==> src/rtl/ici_pkg.sv <==
// Package: shared widths and constant codes for the interrupt CPU interface.
// Assumes one processor and 8-bit priorities where lower means more urgent.
package ici_pkg;
    localparam int ID_W   = 10;
    localparam int PRIO_W = 8;
    localparam logic [ID_W-1:0]   SPURIOUS_ID = 10'd1023;
    localparam logic [PRIO_W-1:0] PRIO_IDLE   = 8'hFF;
endpackage

==> src/rtl/ici_pend_search.sv <==
// Module: combinational highest-pending search.
// Scans candidates in ascending ID order and keeps the first strictly better
// priority, so ties go to the lower ID. Starts from the given threshold.
// Assumes NUM_IRQ is below the spurious ID.
module ici_pend_search
    import ici_pkg::*;
#(
    parameter int NUM_IRQ = 64
) (
    input  logic [NUM_IRQ-1:0]        cand,
    input  logic [NUM_IRQ*PRIO_W-1:0] prio,
    input  logic [PRIO_W-1:0]         start,
    output logic                      found,
    output logic [ID_W-1:0]           idx,
    output logic [PRIO_W-1:0]         best
);
    // Linear scan for the lowest qualifying priority.
    always_comb begin
        found = 1'b0;
        idx   = SPURIOUS_ID;
        best  = start;
        for (int i = 0; i < NUM_IRQ; i++) begin
            if (cand[i] && (prio[i*PRIO_W +: PRIO_W] < best)) begin
                found = 1'b1;
                idx   = ID_W'(i);
                best  = prio[i*PRIO_W +: PRIO_W];
            end
        end
    end
endmodule

==> src/rtl/ici_run_prio.sv <==
// Module: running priority, the minimum priority over active sources.
// Gives the idle code when nothing is active. Purely combinational, so it
// follows active-set and priority changes at once.
module ici_run_prio
    import ici_pkg::*;
#(
    parameter int NUM_IRQ = 64
) (
    input  logic [NUM_IRQ-1:0]        active,
    input  logic [NUM_IRQ*PRIO_W-1:0] prio,
    output logic [PRIO_W-1:0]         run_prio
);
    // Minimum over the active set.
    always_comb begin
        run_prio = PRIO_IDLE;
        for (int i = 0; i < NUM_IRQ; i++) begin
            if (active[i] && (prio[i*PRIO_W +: PRIO_W] < run_prio))
                run_prio = prio[i*PRIO_W +: PRIO_W];
        end
    end
endmodule

==> src/rtl/ici_state.sv <==
// Module: per-source pending and active bits, plus the sticky EOI error flag.
// A set pulse wins over an acknowledge clear of the same source in one cycle.
// Assumes ack_fire is already gated by both enables in the parent.
module ici_state
    import ici_pkg::*;
#(
    parameter int NUM_IRQ = 64
) (
    input  logic               clk,
    input  logic               rst_n,
    input  logic [NUM_IRQ-1:0] pend_set,
    input  logic               ack_fire,
    input  logic [ID_W-1:0]    ack_sel,
    input  logic               eoi_req,
    input  logic [ID_W-1:0]    eoi_id,
    output logic [NUM_IRQ-1:0] pending,
    output logic [NUM_IRQ-1:0] active,
    output logic               eoi_err
);
    logic [NUM_IRQ-1:0] ack_hit;
    logic [NUM_IRQ-1:0] eoi_hit;
    logic               eoi_ok;

    // One-hot decode of the acknowledged and retired IDs.
    for (genvar g = 0; g < NUM_IRQ; g++) begin : g_dec
        assign ack_hit[g] = ack_fire && (ack_sel == ID_W'(g));
        assign eoi_hit[g] = eoi_req && (eoi_id == ID_W'(g));
    end

    assign eoi_ok = |(eoi_hit & active);

    // Pending: set by pulses, cleared by acknowledge.
    always_ff @(posedge clk) begin
        if (!rst_n) pending <= '0;
        else        pending <= (pending & ~ack_hit) | pend_set;
    end

    // Active: set by acknowledge, cleared by a valid end-of-interrupt.
    always_ff @(posedge clk) begin
        if (!rst_n) active <= '0;
        else        active <= (active & ~(eoi_ok ? eoi_hit : '0)) | ack_hit;
    end

    // Sticky error on an end-of-interrupt naming a non-active ID.
    always_ff @(posedge clk) begin
        if (!rst_n)                 eoi_err <= 1'b0;
        else if (eoi_req && !eoi_ok) eoi_err <= 1'b1;
    end

    a_r9_err_sticky: assert property (@(posedge clk) disable iff (!rst_n)
        eoi_err |=> eoi_err);

    a_r8_eoi_drops_one: assert property (@(posedge clk) disable iff (!rst_n)
        (eoi_ok && !ack_fire) |=> ($countones(active) == $past($countones(active)) - 1));

    a_r9_bad_eoi_keeps_active: assert property (@(posedge clk) disable iff (!rst_n)
        (eoi_req && !eoi_ok && !ack_fire) |=> $stable(active));
endmodule

==> src/rtl/irq_cpu_if.sv <==
// Module: interrupt CPU interface for a single processor.
// Registers the highest-pending ID and the request line, serves acknowledge
// reads and end-of-interrupt writes, and reports the running priority.
// Assumes acknowledge data is taken in the same cycle as ack_req.
module irq_cpu_if
    import ici_pkg::*;
#(
    parameter int NUM_IRQ = 64
) (
    input  logic                      clk,
    input  logic                      rst_n,
    input  logic                      dist_en,
    input  logic                      cpu_en,
    input  logic [PRIO_W-1:0]         prio_mask,
    input  logic [NUM_IRQ*PRIO_W-1:0] irq_prio,
    input  logic [NUM_IRQ-1:0]        irq_enable,
    input  logic [NUM_IRQ-1:0]        pend_set,
    input  logic                      ack_req,
    output logic [ID_W-1:0]           ack_id,
    input  logic                      eoi_req,
    input  logic [ID_W-1:0]           eoi_id,
    output logic                      irq_out,
    output logic [ID_W-1:0]           hp_id,
    output logic [PRIO_W-1:0]         run_prio,
    output logic [NUM_IRQ-1:0]        pending,
    output logic [NUM_IRQ-1:0]        active,
    output logic                      eoi_err
);
    logic              both_en;
    logic              ack_fire;
    logic              srch_found;
    logic [ID_W-1:0]   srch_idx;
    logic [PRIO_W-1:0] srch_best;

    assign both_en  = dist_en && cpu_en;
    assign ack_fire = ack_req && both_en;
    assign ack_id   = ack_fire ? hp_id : SPURIOUS_ID;

    ici_state #(.NUM_IRQ(NUM_IRQ)) u_state (
        .clk      (clk),
        .rst_n    (rst_n),
        .pend_set (pend_set),
        .ack_fire (ack_fire),
        .ack_sel  (hp_id),
        .eoi_req  (eoi_req),
        .eoi_id   (eoi_id),
        .pending  (pending),
        .active   (active),
        .eoi_err  (eoi_err)
    );

    ici_pend_search #(.NUM_IRQ(NUM_IRQ)) u_search (
        .cand  (pending & irq_enable),
        .prio  (irq_prio),
        .start (prio_mask),
        .found (srch_found),
        .idx   (srch_idx),
        .best  (srch_best)
    );

    ici_run_prio #(.NUM_IRQ(NUM_IRQ)) u_runp (
        .active   (active),
        .prio     (irq_prio),
        .run_prio (run_prio)
    );

    // Highest-pending ID: spurious after an acknowledge, else the search result.
    always_ff @(posedge clk) begin
        if (!rst_n)        hp_id <= SPURIOUS_ID;
        else if (ack_fire) hp_id <= SPURIOUS_ID;
        else               hp_id <= srch_idx;
    end

    // Request line: a winner strictly below the mask and both enables set.
    always_ff @(posedge clk) begin
        if (!rst_n)        irq_out <= 1'b0;
        else if (ack_fire) irq_out <= 1'b0;
        else               irq_out <= both_en && srch_found && (srch_best < prio_mask);
    end

    a_r5_irq_has_winner: assert property (@(posedge clk) disable iff (!rst_n)
        irq_out |-> (hp_id != SPURIOUS_ID));

    a_r6_ack_clears_hp: assert property (@(posedge clk) disable iff (!rst_n)
        ack_fire |=> ((hp_id == SPURIOUS_ID) && !irq_out));

    a_r7_blocked_ack_keeps_active: assert property (@(posedge clk) disable iff (!rst_n)
        (ack_req && !both_en && !eoi_req) |=> $stable(active));

    a_r10_idle_run_prio: assert property (@(posedge clk) disable iff (!rst_n)
        (active == '0) |-> (run_prio == PRIO_IDLE));

    a_r2_found_beats_mask: assert property (@(posedge clk) disable iff (!rst_n)
        srch_found |-> (srch_best < prio_mask));
endmodule

==> config.mk <==
export PLATFORM = sky130hd
export DESIGN_NAME = irq_cpu_if
export DESIGN_NICKNAME = d
export VERILOG_FILES = /design/src/rtl/ici_pkg.sv /design/src/rtl/ici_pend_search.sv /design/src/rtl/ici_run_prio.sv /design/src/rtl/ici_state.sv /design/src/rtl/irq_cpu_if.sv
export SDC_FILE = /design/constraint.sdc
export NUM_CORES = 2
export LEC_CHECK = 0
export ABC_AREA = 1
export BUFFER_PORTS_ARGS = -buffer_cell sky130_fd_sc_hd__buf_2
export CAP_MARGIN = 10
export CORE_ASPECT_RATIO = 1.1
export CORE_MARGIN = 5
export CORE_UTILIZATION = 35
export DETAILED_ROUTE_END_ITERATION = 10
export PLACE_DENSITY = 0.62
export SYNTH_ARGS = -nofsm -noshare
export SYNTH_HDL_FRONTEND = slang
export SYNTH_SLANG_ARGS = --single-unit
==> constraint.sdc <==
create_clock -name clk -period 441.2 [get_ports clk]
set_input_delay 88.24 -clock clk [delete_from_list [all_inputs] [get_ports clk]]
set_output_delay 88.24 -clock clk [all_outputs]
set_load 0.02 [all_outputs]
[Yosys cells after proc, flatten, opt, wreduce, memory -nomap -nowiden]
Index checks and enable logic that the tools add are counted.
Cells by class
  bitwise logic cells: 9
  muxes and demuxes: 258
  reduce and logical (&&, ||, !) cells: 272
  $lt $le $gt $ge: 129
  equality and inequality tests: 126
Operators by type and width (number)
  less-than comparator 8 bit: 128
  2-to-1 mux 8 bit: 128
  2-to-1 mux 10 bit: 65
  == test 10 x 6 -> 1 bit, second input constant: 64
  == test 10 x 5 -> 1 bit, second input constant: 32
  logical AND 1 bit: 261
  AND 64 bit: 4
  == test 10 x 4 -> 1 bit, second input constant: 16
  NOT 64 bit: 2
  OR 64 bit: 2
  == test 10 x 3 -> 1 bit, second input constant: 8
  2-to-1 mux 1 bit: 64
  2-to-1 mux 64 bit: 1
  OR reduction 64 bit: 1
  == test 10 x 2 -> 1 bit, second input constant: 4
  OR reduction 34 bit: 1
  == test 10 x 1 -> 1 bit, second input constant: 2
  logical NOT 10 bit: 2
  OR reduction 18 bit: 1
  OR reduction 10 bit: 1
  less-than comparator 8 bit, second input constant: 1
  OR reduction 6 bit: 1
  OR reduction 4 bit: 1
  OR reduction 3 bit: 1
  other kinds (3): 3
Word-level totals
  logic and storage cells: 805
  output and inout port bits: 158
  bits in registers: 140
  input port bits: 664

[Longest topological paths before layout]
  depth after elaboration: 194
  depth in mapped cells: 648
  mapped depth without buffers: 586

[By module]
From an unflattened synthesis, not the netlist that was laid out.
Second synthesis, totals
  cells, all modules: 7983
  area, all modules: 44527.7 µm²
Modules (own cells, without submodules)
  ici_pend_search: cells an instance 3691, seq. area each 0.0 µm², instances 1, area each 20335.8 µm²
  ici_run_prio: cells an instance 3388, seq. area each 0.0 µm², instances 1, area each 17966.0 µm²
  ici_state: cells an instance 702, seq. area each 2582.5 µm², instances 1, area each 5144.9 µm²
  irq_cpu_if: cells an instance 202, seq. area each 220.2 µm², instances 1, area each 1081.0 µm²

[Worst setup path after synthesis]
Ideal clock, no wire load.
  path kind: in2out
  start: in irq_prio[1]
  end: out run_prio[0]
  cell stages on the path: 510
  path buffers: 62
  arrival time: 174.502 ns
  required time: 352.960 ns
  slack: 178.458 ns
  cell sequence: nand4_1 > o21ai_1 > nor2_1 > ha_1 > o21a_1 > o211ai_1 > nand2_1 > nand4_1 > o2111ai_1 > clkbuf_1 > nand2_1 > o21ai_0 > ha_1 > nand2_1 > o2111ai_1 > clkbuf_1 > o21ai_0 > ha_1 > (+474 left out) > o21ai_0 > ha_1 > a21oi_1 > nor2_1 > a2111oi_0 > nand2_1 > inv_1 > clkbuf_1 > nand2_1 > o21ai_0 > inv_1 > ha_1 > nand2_1 > nor2_1 > a2111oi_0 > nand2_1 > nand2_1 > nand2_1
On the way
  cells in the longest elaborated chain, start to end: 192
Ends and longest elaborated chain
  start: declaration: line irq_cpu_if.sv:15  | input logic [NUM_IRQ*PRIO_W-1:0] irq_prio,
  less-than comparator 8 bit: line ici_run_prio.sv:17  | if (active[i] && (prio[i*PRIO_W +: PRIO_W] < run_prio))
  logical AND 1 bit: line ici_run_prio.sv:17
  2-to-1 mux 8 bit (*): line ici_run_prio.sv:17
  less-than comparator 8 bit: line ici_run_prio.sv:17
  logical AND 1 bit: line ici_run_prio.sv:17
  2-to-1 mux 8 bit (*): line ici_run_prio.sv:17
  less-than comparator 8 bit: line ici_run_prio.sv:17
  logical AND 1 bit: line ici_run_prio.sv:17
  (+176 left out)
  logical AND 1 bit: line ici_run_prio.sv:17
  2-to-1 mux 8 bit (*): line ici_run_prio.sv:17
  less-than comparator 8 bit: line ici_run_prio.sv:17
  logical AND 1 bit: line ici_run_prio.sv:17
  2-to-1 mux 8 bit (*): line ici_run_prio.sv:17
  less-than comparator 8 bit: line ici_run_prio.sv:17
  logical AND 1 bit: line ici_run_prio.sv:17
  2-to-1 mux 8 bit (*): line ici_run_prio.sv:17
  end: declaration: line irq_cpu_if.sv:24  | output logic [PRIO_W-1:0] run_prio,
Every way passes the cells marked *; elsewhere a longest branch is shown, timed or not.

[Worst setup path after layout]
  start: in irq_prio[1]
  end: out run_prio[1]
Same word-level chain as after synthesis.

==> run metrics <==
die area=0.121 mm²; layout cells sized above 1=13.7%; CTS sink count=137; total power=180 µW; Vias/cell=5.38; Fillers=12848; most used cell, CP=nand2_1; Synth top area share=24.2%; Post-synth EDFFs=0; Area after DPL=0.0453 mm²; worst hold path type=register to register; IO buf count=821; Netlist cell types=44; Max-Cap Viols=0; pin count of the biggest net entering global routing=69; die width=332 µm; RSZ-0062 raised after global routing=no; worst setup margin=160.88 ns; vias in the first global route=45723; Seq/Total Area, Yosys=6.86%; predominant post-synthesis flop cell=dfxtp_1; Core Region=0.114 mm²; Die Ht=364 µm; 1st-iter DRT viols=3575; clock root buffer=clkbuf_16; run status=completed; setup_tns=0 ns; drt pass-1 iters=9; startpoint type of the worst setup path=input pin; Cell Area, Synth=0.0400 mm²; post-detail-place hpwl=172 mm; io pins=822; Post-Synthesis Cells=7035; Synth area leaders=ha_1 (24%), nand2_1 (24%), o21ai_0 (9.9%), nand3_1 (7.6%), dfxtp_1 (6.9%); vias after detailed routing=50390; global-route usage over all layers=30.5%; worst-path maximum fanout=16; CP Class=input pin to output pin; #FFs+latches synth=137; Post-Syn Nets=8473; Rows=130; Post-CTS Setup Bufs=0; Antenna Violating Nets Remaining=0; Rel. slew slack=18.6%; critical path arrival=192.08 ns; htree depth=4; clk slew on worst S/H paths=0.08 ns; post_cts resized=0; Yosys warnings=0; Final Hold Vio Count=0; Post-synth ARST share=0%; fin cells=9359; Slew Limit Fails=0; placed insts=9272; mean post-synth cell area=5.68 µm²; Tcrit/Tclk final=63.5%; antenna violations before repair=102; f_max=3.57 MHz; clk_lat worst skew=0.52 ns; final setup violation count=0; Post-CTS Hold Fix Bufs=0; drt wl/cell=21.0 µm; GPL Wtd Cong=1.01; CTS Buffer Depth=2; drt total wl=197 mm; Leak=0.0250 µW; actual slew at the worst max-slew pin=1.19 ns; footprint of the multi-input gates=0.0335 mm²; Slowest cell on crit path=a2111oi_0; Initial Utilization=35.1%; slowest cell delay on critical path=0.52 ns; Worst EP required=352.96 ns; power density over the cells=3.91 mW/mm²; VDD IR max=0.00229 mV; DRC=0; CTS tree=built; dpl ws=162.53 ns; Syn-to-layout area delta=15.2%; Final Cell Area=0.0460 mm²; Worst Skew=0.0199 ns; Critical Path End Type=output pin; post-route minimum period=280.32 ns; first-pass GRT wire length=283 mm; fin nets=9212; total CTS buffers=17; gr ovfl total=0; Reg area=0.00274 mm²; top cell type by total area after synthesis=ha_1
==> cell usage after synthesis, drive strengths merged, types with 37 or more instances <==
master / n
inv: 639
dfxtp: 137
ha: 774
nand4: 37
nor2: 388
a21oi: 316
o21ai: 802
nand3b: 62
nand2: 2675
clkbuf: 125
nor3: 138
o21bai: 61
nand3: 611
a2111oi: 104
clkinv: 53
==> placed cells by master, fill, tap and decap left out, drive strengths merged, types with 4 or more instances in the layout <==
cell,count
o21bai,61
buf,879
clkbuf,19
nor2,388
a22oi,11
dfxtp,137
ha,774
nor4,8
nand4,37
o211ai,4
o2111ai,5
nand2,2675
a21oi,316
diode,54
clkinv,56
o21ai,802
inv,649
nand3,611
a211oi,10
nand3b,62
a2111oi,104
nor3,138
a31oi,21
==> cell families (layout without fill, tap and decap cells) <==
kind of cell | after synthesis | count (layout) | share of synthesized area [%]
flops | 137 | 137 | 6.86
fa+ha+maj | 774 | 774 | 24.2
simple gates | 3926 | 3926 | 40.9
compound gates | 1346 | 1346 | 18.6
buf+inv | 852 | 1604 | 9.37
other cells | 0 | 54 | 0
==> power breakdown <==
| part | total, µW | internal, µW | leakage, µW | switching [µW] |
|---|---|---|---|---|
| clock | 16.1 | 8.16 | 0.000295 | 7.98 |
| sequential | 14.0 | 13.0 | 0.00113 | 1.00 |
| combinational | 150 | 51.2 | 0.0236 | 98.6 |
| total | 180 | 72.4 | 0.0250 | 108 |
==> area by class of cell <==
type                            count  share of cell area [%]
Clock buffer                       18                   0.954
Antenna cell                       54                   0.293
Tap cell                         1518                    4.12
Multi-Input combinational cell   6046                    72.8
Sequential cell                   137                    5.96
Clock inverter                     14                   0.326
Inverter                          692                    5.65
Timing Repair Buffer              880                    9.88
==> final timing paths <==
path	from	end	slack, ns	depth (start not counted)
worst max-delay path	irq_prio[1]	run_prio[1]	160.88	407
worst min-delay path	u_state.eoi_err	u_state.eoi_err	0.48	2
worst max register to register	u_state.pending[0]	irq_out	332.29	442
worst min register to register	u_state.eoi_err	u_state.eoi_err	0.48	2
==> critical path: cells and delay by family <==
kind	cells	cell delay, ns
and+or+nand+nor	160	27.04
AOI/OAI and AO/OA	179	56.33
adders and majority gates	63	19.39
buffers and inverters	5	0.87
==> through the flow <==
| step | util [%] | hold slack [ns] |
|---|---|---|
| 2_1_floorplan | - | 0.526 |
| 3_3_place_gp | 39.8 | 0.440 |
| 3_5_place_dp | 39.8 | 0.463 |
| 4_1_cts | 40.3 | 0.475 |
| 5_1_grt | 40.4 | 0.508 |
| 6_report | 40.4 | 0.480 |
==> routing by layer <==
metal  share of wire [%]  wire, µm  GRT usage (%)  vias up
met4                 3.7      7260           11.1       48
met2                  47     93100           53.0     1713
met3                 7.3     14400           6.94      336
met5                0.19       368              0        -
li1                    -         -              -    25310
met1                  41     81400           36.9    22983
==> registers in the layout, summed over array words and instances (netlist names) <==
name	flops
u_state.pending	64
u_state.eoi_err	1
hp_id	7
irq_out	1
u_state.active	64
Note: power is estimated with default switching activity, not from simulation.
